[config.mk]
export PLATFORM = sky130hd
export DESIGN_NAME = rtc_calendar
export DESIGN_NICKNAME = d
export VERILOG_FILES = /design/src/rtl/rtc_pkg.sv /design/src/rtl/rtc_prescaler.sv /design/src/rtl/rtc_field.sv /design/src/rtl/rtc_busy.sv /design/src/rtl/rtc_regif.sv /design/src/rtl/rtc_calendar.sv
export SDC_FILE = /design/constraint.sdc
export NUM_CORES = 1
export LEC_CHECK = 0
export BUFFER_PORTS_ARGS = -buffer_cell sky130_fd_sc_hd__buf_2
export CORE_MARGIN = 3
export CORE_UTILIZATION = 40
export CTS_BUF_LIST = sky130_fd_sc_hd__clkbuf_2 sky130_fd_sc_hd__clkbuf_4 sky130_fd_sc_hd__clkbuf_8
export DETAILED_ROUTE_END_ITERATION = 8
export SLEW_MARGIN = 20
export SYNTH_ARGS = -nofsm -noshare
export SYNTH_HDL_FRONTEND = slang
export SYNTH_SLANG_ARGS = --single-unit
[constraint.sdc]
create_clock -name clk -period 3.25 [get_ports clk]
set_clock_uncertainty 0.1 [all_clocks]
set_input_delay 0.8125 -clock clk [delete_from_list [all_inputs] [get_ports clk]]
set_output_delay 0.8125 -clock clk [all_outputs]
set_load 0.02 [all_outputs]
[src/rtl/rtc_pkg.sv]
package rtc_pkg;
  localparam int SEC_W = 6;
  localparam int MIN_W = 6;
  localparam int HR_W  = 5;
  localparam int DAY_W = 5;
  localparam int MON_W = 4;
  localparam int YR_W  = 7;
  localparam int DATA_W = 8;

  typedef enum logic [2:0] {
    REG_SEC  = 3'd0,
    REG_MIN  = 3'd1,
    REG_HOUR = 3'd2,
    REG_DAY  = 3'd3,
    REG_MON  = 3'd4,
    REG_YEAR = 3'd5,
    REG_STAT = 3'd6,
    REG_NONE = 3'd7
  } rtc_reg_e;

  typedef struct packed {
    logic [YR_W-1:0]  year;
    logic [MON_W-1:0] month;
    logic [DAY_W-1:0] day;
    logic [HR_W-1:0]  hour;
    logic [MIN_W-1:0] minute;
    logic [SEC_W-1:0] second;
  } rtc_time_t;

  function automatic logic [DAY_W-1:0] days_in_month(input logic [MON_W-1:0] m,
                                                     input logic leap);
    logic [DAY_W-1:0] n;
    case (m)
      4'd2:                   n = leap ? 5'd29 : 5'd28;
      4'd4, 4'd6, 4'd9, 4'd11: n = 5'd30;
      default:                n = 5'd31;
    endcase
    return n;
  endfunction
endpackage

[src/rtl/rtc_prescaler.sv]
module rtc_prescaler #(
  parameter int PB = 15
) (
  input  logic          clk,
  input  logic          rst_n,
  input  logic          tick_en,
  input  logic          clear,
  output logic          sec_pulse,
  output logic          busy_set,
  output logic [PB-1:0] count
);
  localparam logic [PB-1:0] LAST = {PB{1'b1}};
  localparam logic [PB-1:0] PRE  = {{(PB-1){1'b1}}, 1'b0};

  assign sec_pulse = tick_en && !clear && (count == LAST);
  assign busy_set  = tick_en && !clear && (count == PRE);

  always_ff @(posedge clk or negedge rst_n) begin
    if (!rst_n)       count <= '0;
    else if (clear)   count <= '0;
    else if (tick_en) count <= count + 1'b1;
  end
endmodule

[src/rtl/rtc_field.sv]
module rtc_field #(
  parameter int W     = 6,
  parameter int FIRST = 0
) (
  input  logic         clk,
  input  logic         rst_n,
  input  logic         inc,
  input  logic         load,
  input  logic [W-1:0] load_val,
  input  logic [W-1:0] last,
  output logic [W-1:0] value,
  output logic         carry
);
  localparam logic [W-1:0] FIRST_V = W'(FIRST);

  assign carry = inc && (value >= last);

  always_ff @(posedge clk or negedge rst_n) begin
    if (!rst_n)    value <= FIRST_V;
    else if (load) value <= load_val;
    else if (inc)  value <= carry ? FIRST_V : value + 1'b1;
  end
endmodule

[src/rtl/rtc_busy.sv]
module rtc_busy (
  input  logic clk,
  input  logic rst_n,
  input  logic set,
  input  logic clr,
  output logic flag
);
  always_ff @(posedge clk or negedge rst_n) begin
    if (!rst_n)   flag <= 1'b0;
    else if (set) flag <= 1'b1;
    else if (clr) flag <= 1'b0;
  end
endmodule

[src/rtl/rtc_regif.sv]
module rtc_regif
  import rtc_pkg::*;
(
  input  logic              rd,
  input  logic              wr,
  input  logic [2:0]        addr,
  input  rtc_time_t         now,
  input  logic              busy,
  output logic [5:0]        load,
  output logic [DATA_W-1:0] rdata
);
  for (genvar i = 0; i < 6; i++) begin : g_load
    assign load[i] = wr && (addr == 3'(i));
  end

  always_comb begin
    rdata = '0;
    if (rd) begin
      case (rtc_reg_e'(addr))
        REG_SEC:  rdata = DATA_W'(now.second);
        REG_MIN:  rdata = DATA_W'(now.minute);
        REG_HOUR: rdata = DATA_W'(now.hour);
        REG_DAY:  rdata = DATA_W'(now.day);
        REG_MON:  rdata = DATA_W'(now.month);
        REG_YEAR: rdata = DATA_W'(now.year);
        REG_STAT: rdata = DATA_W'(busy);
        default:  rdata = '0;
      endcase
    end
  end
endmodule

[src/rtl/rtc_calendar.sv]
module rtc_calendar
  import rtc_pkg::*;
#(
  parameter int PRESCALE_BITS = 15,
  parameter int YEAR_SPAN     = 100,
  parameter int LEAP_PHASE    = 2
) (
  input  logic        clk,
  input  logic        rst_n,
  input  logic        tick_en,
  input  logic        cpu_rd,
  input  logic        cpu_wr,
  input  logic [2:0]  cpu_addr,
  input  logic [7:0]  cpu_wdata,
  output logic [7:0]  cpu_rdata,
  input  logic        busy_clr,
  output logic        busy
);
  localparam logic [YR_W-1:0]  YEAR_LAST = YR_W'(YEAR_SPAN - 1);
  localparam logic [1:0]       LEAP_SEL  = 2'(LEAP_PHASE);

  logic [PRESCALE_BITS-1:0] psc_cnt;
  logic sec_pulse, busy_set;
  logic [5:0] load;
  logic c_sec, c_min, c_hour, c_day, c_mon, c_year;
  logic [SEC_W-1:0] f_sec;
  logic [MIN_W-1:0] f_min;
  logic [HR_W-1:0]  f_hour;
  logic [DAY_W-1:0] f_day;
  logic [MON_W-1:0] f_mon;
  logic [YR_W-1:0]  f_year;
  logic             leap;
  logic [DAY_W-1:0] day_last;
  rtc_time_t        now;

  assign leap     = (f_year[1:0] == LEAP_SEL);
  assign day_last = days_in_month(f_mon, leap);
  assign now      = '{year: f_year, month: f_mon, day: f_day,
                      hour: f_hour, minute: f_min, second: f_sec};

  rtc_prescaler #(.PB(PRESCALE_BITS)) u_psc (
    .clk(clk), .rst_n(rst_n), .tick_en(tick_en), .clear(cpu_wr),
    .sec_pulse(sec_pulse), .busy_set(busy_set), .count(psc_cnt));

  rtc_field #(.W(SEC_W), .FIRST(0)) u_sec (
    .clk(clk), .rst_n(rst_n), .inc(sec_pulse), .load(load[0]),
    .load_val(cpu_wdata[SEC_W-1:0]), .last(SEC_W'(59)),
    .value(f_sec), .carry(c_sec));

  rtc_field #(.W(MIN_W), .FIRST(0)) u_min (
    .clk(clk), .rst_n(rst_n), .inc(c_sec), .load(load[1]),
    .load_val(cpu_wdata[MIN_W-1:0]), .last(MIN_W'(59)),
    .value(f_min), .carry(c_min));

  rtc_field #(.W(HR_W), .FIRST(0)) u_hour (
    .clk(clk), .rst_n(rst_n), .inc(c_min), .load(load[2]),
    .load_val(cpu_wdata[HR_W-1:0]), .last(HR_W'(23)),
    .value(f_hour), .carry(c_hour));

  rtc_field #(.W(DAY_W), .FIRST(1)) u_day (
    .clk(clk), .rst_n(rst_n), .inc(c_hour), .load(load[3]),
    .load_val(cpu_wdata[DAY_W-1:0]), .last(day_last),
    .value(f_day), .carry(c_day));

  rtc_field #(.W(MON_W), .FIRST(1)) u_mon (
    .clk(clk), .rst_n(rst_n), .inc(c_day), .load(load[4]),
    .load_val(cpu_wdata[MON_W-1:0]), .last(MON_W'(12)),
    .value(f_mon), .carry(c_mon));

  rtc_field #(.W(YR_W), .FIRST(0)) u_year (
    .clk(clk), .rst_n(rst_n), .inc(c_mon), .load(load[5]),
    .load_val(cpu_wdata[YR_W-1:0]), .last(YEAR_LAST),
    .value(f_year), .carry(c_year));

  rtc_busy u_busy (
    .clk(clk), .rst_n(rst_n), .set(busy_set), .clr(busy_clr), .flag(busy));

  rtc_regif u_regif (
    .rd(cpu_rd), .wr(cpu_wr), .addr(cpu_addr), .now(now), .busy(busy),
    .load(load), .rdata(cpu_rdata));
endmodule

==> impl_metrics.tcl, run 1 <==
set metrics [dict create \
    synth_top_area_share_pct 33.2 \
    relSlewSlack_pct 55.7 \
    synth_cells 421 \
    synth.distinct_cells 64 \
    syn-num-nets 452 \
    status "finished, final reports clean" \
    drc 0 \
    cellPowerDensity_nw_per_um2 435 \
    regToRegSetupSlack_ns 0.25 \
    area_growth_syn_to_layout_pct 9.11 \
    clock_path_buffers 2 \
    routed_wl_um 9610 \
    cts_tree "yes" \
    post-route-period-util_pct 92.3 \
    r2r.worst_path.cells 11 \
    grt_pass1_wl_um 15800 \
    dr.pass1.iters 4 \
    netlist_top_cells_count "dfrtp_1 (47), nand2_1 (42), nor2_1 (40)" \
    cts.clk_slew.worst_paths_ns 0.09 \
    synth_edf_count 0 \
    async_flop_share_pct 100 \
    maxSlewViolCount 0 \
    drt-initial-drc-count 264 \
    synth_area_per_cell_um2 8.41 \
    start_util_pct 42.1 \
    layout-drive-gt1-share_pct 13.7 \
    cp.arrival_ns 2.09 \
    tightest_slew_ns 0.663 \
    nets 469 \
    antenna_found_initial 0 \
    yosysMostFrequentCell "dfrtp_1" \
    synth.cell_area_um2 3540 \
    numCtsBuffers 5 \
    dieHeight_um 100 \
    grt_max_degree 30 \
    final-setup-viol-count 0 \
    num_rows 33 \
    post_cts_buffers 0 \
    antenna_cells 0 \
    ys.flop_type "dfrtp_1" \
    maxCapViolations 0 \
    cp_max_fo 12 \
    path_class "in2out" \
    via_count 3259 \
    dieArea_um2 10000 \
    viasPerCell 5.99 \
    die_x_um 100 \
    cts-root-buf "clkbuf_8" \
    synth_seq_cells 49 \
    rsz0062_at_grt "false" \
    final_cells 544 \
    crit_path_end_kind "output pin" \
    dp.cells 536 \
    hold_class "in2async" \
    crit_start "cpu_addr[2]" \
    ys_warn_count 0 \
    fmax_ghz 0.333 \
    p_leak_nw 1.68 \
    tns_ns 0 \
    antenna_left 0 \
    core_um2 8420 \
    port_buffers 23 \
    r2r-start "u_mon.value[0]$_DFFE_PN1P_" \
    yosysSeqAreaShare_pct 34.7 \
    critPathRequiredTime_ns 2.34 \
    cts_sinks 49 \
    grt_pass1_vias 3069 \
    io_pins 26 \
    gr-total-overflow 0 \
    synthTopCellsByArea "dfrtp_1 (33%), ha_1 (4.9%), nand2_1 (4.5%), nor2_1 (4.2%), a21oi_1 (2.8%)" \
    dpl.hpwl_um 6980 \
    routabilityCongestion 0.871 \
    grt_usage_pct 19.8 \
    fillers 863 \
    wl_per_cell_um 17.7 \
    vdd_drop_max_uv 213 \
    fin_crit_ns 3.00 \
    synth_top_area_cell "dfrtp_1" \
    finalHoldViolCount 0 \
    cp-start-kind "input port" \
    clock_latency_ns 0.31 \
    htree_levels 2 \
    cts-hold-fix-buffers 0 \
]
[kinds of logic after synthesis]
kind of cell / count (synthesis) / share of synthesized area (%)
AO/OA/AOI/OAI: 110 / 20.8
XOR/XNOR: 12 / 2.97
adder cells (fa/ha/maj): 14 / 4.95
buffers and inverters: 40 / 4.73
flip-flops: 49 / 34.7
multiplexers: 15 / 4.73
other: 1 / 0.106
AND/OR/NAND/NOR: 180 / 27.0
[layout make-up]
class	count	area [um2]	area share [%]
clock buffers	6	82.6	2.14
clock inverters	2	13.8	0.356
flip-flops and latches	49	1230	31.8
repair buffers	34	198	5.11
well taps	105	131	3.40
inverters	16	60.1	1.55
multi-input cells	332	2150	55.6
[worst max-delay path: stages]
cell and delay (ns):
buf_2 0.20, buf_4 0.20, nand3_1 0.09, o21ai_0 0.10
a221o_1 0.34, and2_1 0.17, buf_2 0.16
[worst paths after layout]
kind                                                to
setup / recovery                          cpu_rdata[0]
hold / removal              u_psc.count[4]$_DFFE_PN0P_
setup reg to reg           u_year.value[4]$_DFFE_PN0P_
hold reg to reg                u_busy.flag$_DFFE_PN0P_
max in group asynchronous   u_mon.value[0]$_DFFE_PN1P_
min in group clk               u_busy.flag$_DFFE_PN0P_
[layout by cell type, fill, tap and decap left out, drive strengths merged, types with 3 or more instances in the layout]
cell,n
dfrtp,47
nand2,42
nor2,42
buf,34
o21ai,26
a21oi,20
nand3,20
inv,16
a31oi,16
ha,14
nor3,14
and3,10
mux2i,10
or4,9
and2,8
o31ai,8
xor2,8
nand4,8
nor4,7
clkbuf,6
nor2b,5
nand2b,5
mux2,4
a21o,4
xnor2,4
o31a,4
or3,4
o211ai,3
a221o,3
nand4b,3
[power by group]
| group | internal, mW | switching [mW] |
|---|---|---|
| sequential | 0.696 | 0.156 |
| clock | 0.173 | 0.216 |
| combinational | 0.199 | 0.241 |
| total | 1.07 | 0.614 |
[flip-flops by register name (all words and copies together), names as in the netlist]
register      count
u_year.value      7
u_min.value       6
u_busy.flag       1
u_psc.count      15
u_day.value       5
u_sec.value       6
u_mon.value       4
u_hour.value      5
[per-layer routing]
layer  global-route usage, %  vias up  part of all wire (%)
met4                    5.70        0                   1.0
li1                        -     1587                     -
met1                    27.5     1591                    46
met3                    2.15        8                   4.4
met2                    32.7       73                    48
met5                       0        -                     0
[what timing repair did]
item                                   CTS  global route
resized for setup                        0             1
setup endpoints to repair                0             7
endpoints found under the hold margin    0             0
[per-stage QoR]
stage	hold WS [ns]	worst slack (ns)	total power, mW	util (%)	instance area (um2)
after floorplan	0.405	0.310	1.14	-	3540
after global placement	0.455	0.177	1.29	44.7	3760
after detailed placement	0.464	0.160	1.30	44.7	3760
after CTS	0.369	0.117	1.70	45.8	3860
after global routing	0.387	0.0914	1.79	45.9	3860
final	0.361	0.250	1.68	45.9	3860
No activity file was read; power rests on OpenSTA's default activity.
==> run 2: changes to the inputs <==
--- a/config.mk
+++ b/config.mk
@@ -5,11 +5,13 @@
 export SDC_FILE = /design/constraint.sdc
 export NUM_CORES = 1
 export LEC_CHECK = 0
-export BUFFER_PORTS_ARGS = -buffer_cell sky130_fd_sc_hd__buf_2
+export ABC_AREA = 1
+export CAP_MARGIN = 30
 export CORE_MARGIN = 3
 export CORE_UTILIZATION = 40
 export CTS_BUF_LIST = sky130_fd_sc_hd__clkbuf_2 sky130_fd_sc_hd__clkbuf_4 sky130_fd_sc_hd__clkbuf_8
 export DETAILED_ROUTE_END_ITERATION = 8
+export DONT_BUFFER_PORTS = 1
 export SLEW_MARGIN = 20
 export SYNTH_ARGS = -nofsm -noshare
 export SYNTH_HDL_FRONTEND = slang
==> run 2 against run 1 <==
Hold slack worse by 0.27 ns. Sequential share of layout area rose by 0.99 points. Die area down 0.73%. First-iteration DRC count decreased by 16%. Critical path type unchanged. Critical endpoint is now cpu_rdata[3].
==> impl_metrics.tcl, run 2 <==
set metrics [dict create \
    antenna_found_initial 0 \
    power.total_mw 1.81 \
    r2r-end "u_year.value[6]$_DFFE_PN0P_" \
    r2r-start "u_mon.value[0]$_DFFE_PN1P_" \
    synth_area_per_cell_um2 7.38 \
    dr.pass1.iters 5 \
    antenna_left 0 \
    critPathRequiredTime_ns 2.34 \
    fin_crit_ns 2.85 \
    grt_max_degree 50 \
    finalHoldViolCount 0 \
    synth_seq_cells 49 \
    seqCellArea_um2 1230 \
    netlist_top_cells_count "nand2_1 (97), inv_1 (61), nor2_1 (53)" \
    synthSimpleGateAreaFrac_pct 35.0 \
    largest_register_ffs 15 \
    maxCapViolations 0 \
    wl_per_cell_um 15.8 \
    hold_class "in2async" \
    relSlewSlack_pct 61.7 \
    regToRegSetupSlack_ns 0.44 \
    slowest_delay_ns 0.45 \
    vdd_drop_max_uv 192 \
    tightest_slew_ns 0.560 \
    path_class "in2out" \
    multi_input_comb_area_um2 1990 \
    final_cell_mix "nand2_1 (97), inv_1 (61), nor2_1 (53), dfrtp_1 (47), nand3_1 (41)" \
    routed_wl_um 9220 \
    layout_commonest_cell "nand2_1" \
    cts-root-buf "clkbuf_8" \
    syn-num-nets 507 \
    synth_top_area_share_pct 33.5 \
    final-setup-viol-count 0 \
    synth.cell_area_um2 3510 \
    cp.arrival_ns 1.93 \
    cp_max_fo 4 \
    rsz0062_at_grt "false" \
    start_util_pct 41.9 \
    synthTopCellsByArea "dfrtp_1 (33%), nand2_1 (10%), inv_1 (6.5%), nand3_1 (5.8%), nor2_1 (5.7%)" \
    yosysMostFrequentCell "nand2_1" \
    ys.flop_type "dfrtp_1" \
    synth_compound_area_share_pct 14.2 \
    post-route-period-util_pct 87.6 \
    synth_fa_ha_area_share_pct 4.98 \
    ys_warn_count 0 \
    gr-total-overflow 0 \
    cts_resized 0 \
    synth_cells 476 \
    crit_path_end_kind "output pin" \
    clock_latency_ns 0.30 \
    via_count 3266 \
    cts_sinks 49 \
    synth_edf_count 0 \
    yosysSeqAreaShare_pct 35.0 \
    worst_slack_ns 0.404 \
    critPathBufInv 2 \
    synth_top_family_by_area "simple AND/OR/NAND/NOR gates" \
    top_register "u_psc.count" \
    maxSlewViolCount 0 \
    port_buffers 0 \
    preCtsSetupSlack_ns 0.425 \
    viasPerCell 5.58 \
    r2r.worst_path.cells 12 \
    synth_xor_area_share_pct 2.24 \
    grt_pass1_wl_um 15800 \
    crit_chain "inv_1, nand2_1, nor2_1, inv_1, o22ai_1, a21oi_1, a21oi_1" \
    drt-initial-drc-count 222 \
    p_leak_nw 1.76 \
    fillers 845 \
    io_pins 26 \
    cts.clk_slew.worst_paths_ns 0.10 \
    clock_path_buffers 2 \
    grt_pass1_vias 3160 \
    dieHeight_um 99.7 \
    cp-start-kind "input port" \
    synth_top_area_cell "dfrtp_1" \
    cts_tree "yes" \
    grt_usage_pct 19.8 \
    htree_levels 2 \
    area_growth_syn_to_layout_pct 6.66 \
    antenna_cells 0 \
    nets 510 \
    fmax_ghz 0.351 \
    dieArea_um2 9950 \
    numCtsBuffers 5 \
    layout-drive-gt1-share_pct 10.0 \
    die_x_um 99.7 \
    synth.distinct_cells 47 \
    num_rows 33 \
    path_delay_family "compound AO/OA/AOI/OAI gates" \
    slowest_stage "a21oi_1" \
    tns_ns 0 \
    async_flop_share_pct 100 \
    synth_mux_area_share_pct 0 \
    dpl.hpwl_um 6890 \
    reg_top3 "u_psc.count (15), u_year.value (7)" \
    cts-hold-fix-buffers 0 \
    cellPowerDensity_nw_per_um2 482 \
    post_cts_buffers 0 \
    core_um2 8380 \
    drc 0 \
    routabilityCongestion 0.874 \
    status "finished, final reports clean" \
]
## run 2: cell types whose count changed in the layout (fill, tap and decap cells not counted), sizes merged, moves of 9 or more
cell   before  now
o21ai      26   17
mux2i      10    0
inv        16   70
a21oi      20   31
or4         9    0
nand2      42  101
and3       10    1
buf        34    2
a31oi      16    0
nor2       42   63
nand3      20   46
## run 2: cell type report
class | count | share of cell area [%]
multi-input combinational | 350 | 53.0
sequential | 49 | 32.8
inverter | 71 | 7.11
tap | 105 | 3.50
clock buffer | 7 | 2.40
clock inverter | 1 | 0.801
timing repair buffer | 2 | 0.401
## run 2: cells by family (layout without fill, tap and decap cells)
logic type | Yosys count | in the layout
adders and majority gates | 14 | 14
xor gates and xnor gates | 9 | 9
buffers and inverters | 77 | 81
DFF | 49 | 49
other | 1 | 1
AOI/OAI and AO/OA | 79 | 79
and+or+nand+nor | 247 | 247
## run 2: how the worst max path moves through the flow
stage / startpoint / endpoint / depth (start not counted)
2_1_floorplan: cpu_addr[0] / cpu_rdata[2] / 7
3_3_place_gp: cpu_addr[2] / cpu_rdata[4] / 7
3_5_place_dp: cpu_addr[2] / cpu_rdata[4] / 7
4_1_cts: cpu_addr[2] / cpu_rdata[4] / 7
5_1_grt: u_mon.value[0]$_DFFE_PN1P_ / u_year.value[6]$_DFFE_PN0P_ / 12
6_report: cpu_addr[0] / cpu_rdata[3] / 7
## run 2: where the power goes
part           switching [mW]  internal [mW]  total, mW
Combinational           0.304          0.188      0.492
Sequential              0.130          0.711      0.841
Clock                   0.214          0.260      0.474
Total                   0.649           1.16       1.81
## run 2: routing by layer
metal | GRT usage [%] | vias to the layer above | share of wire, % | wire, um
li1 | - | 1609 | - | -
met1 | 26.6 | 1565 | 46 | 4250
met2 | 31.9 | 72 | 46 | 4220
met3 | 4.07 | 20 | 5.7 | 525
met4 | 6.72 | 0 | 2.4 | 223
met5 | 0 | - | 0 | 0
## run 2: metrics by stage
step                      instance area (um2)  utilization, %  hold WS (ns)  cells
final                                    3750            44.7        0.0873    585
after global routing                     3750            44.7        0.0565    585
after CTS                                3750            44.7        0.0773    585
after detailed placement                 3630            43.3         0.397    577
after global placement                   3630            43.3         0.373    577
after floorplan                          3510               -         0.355    476
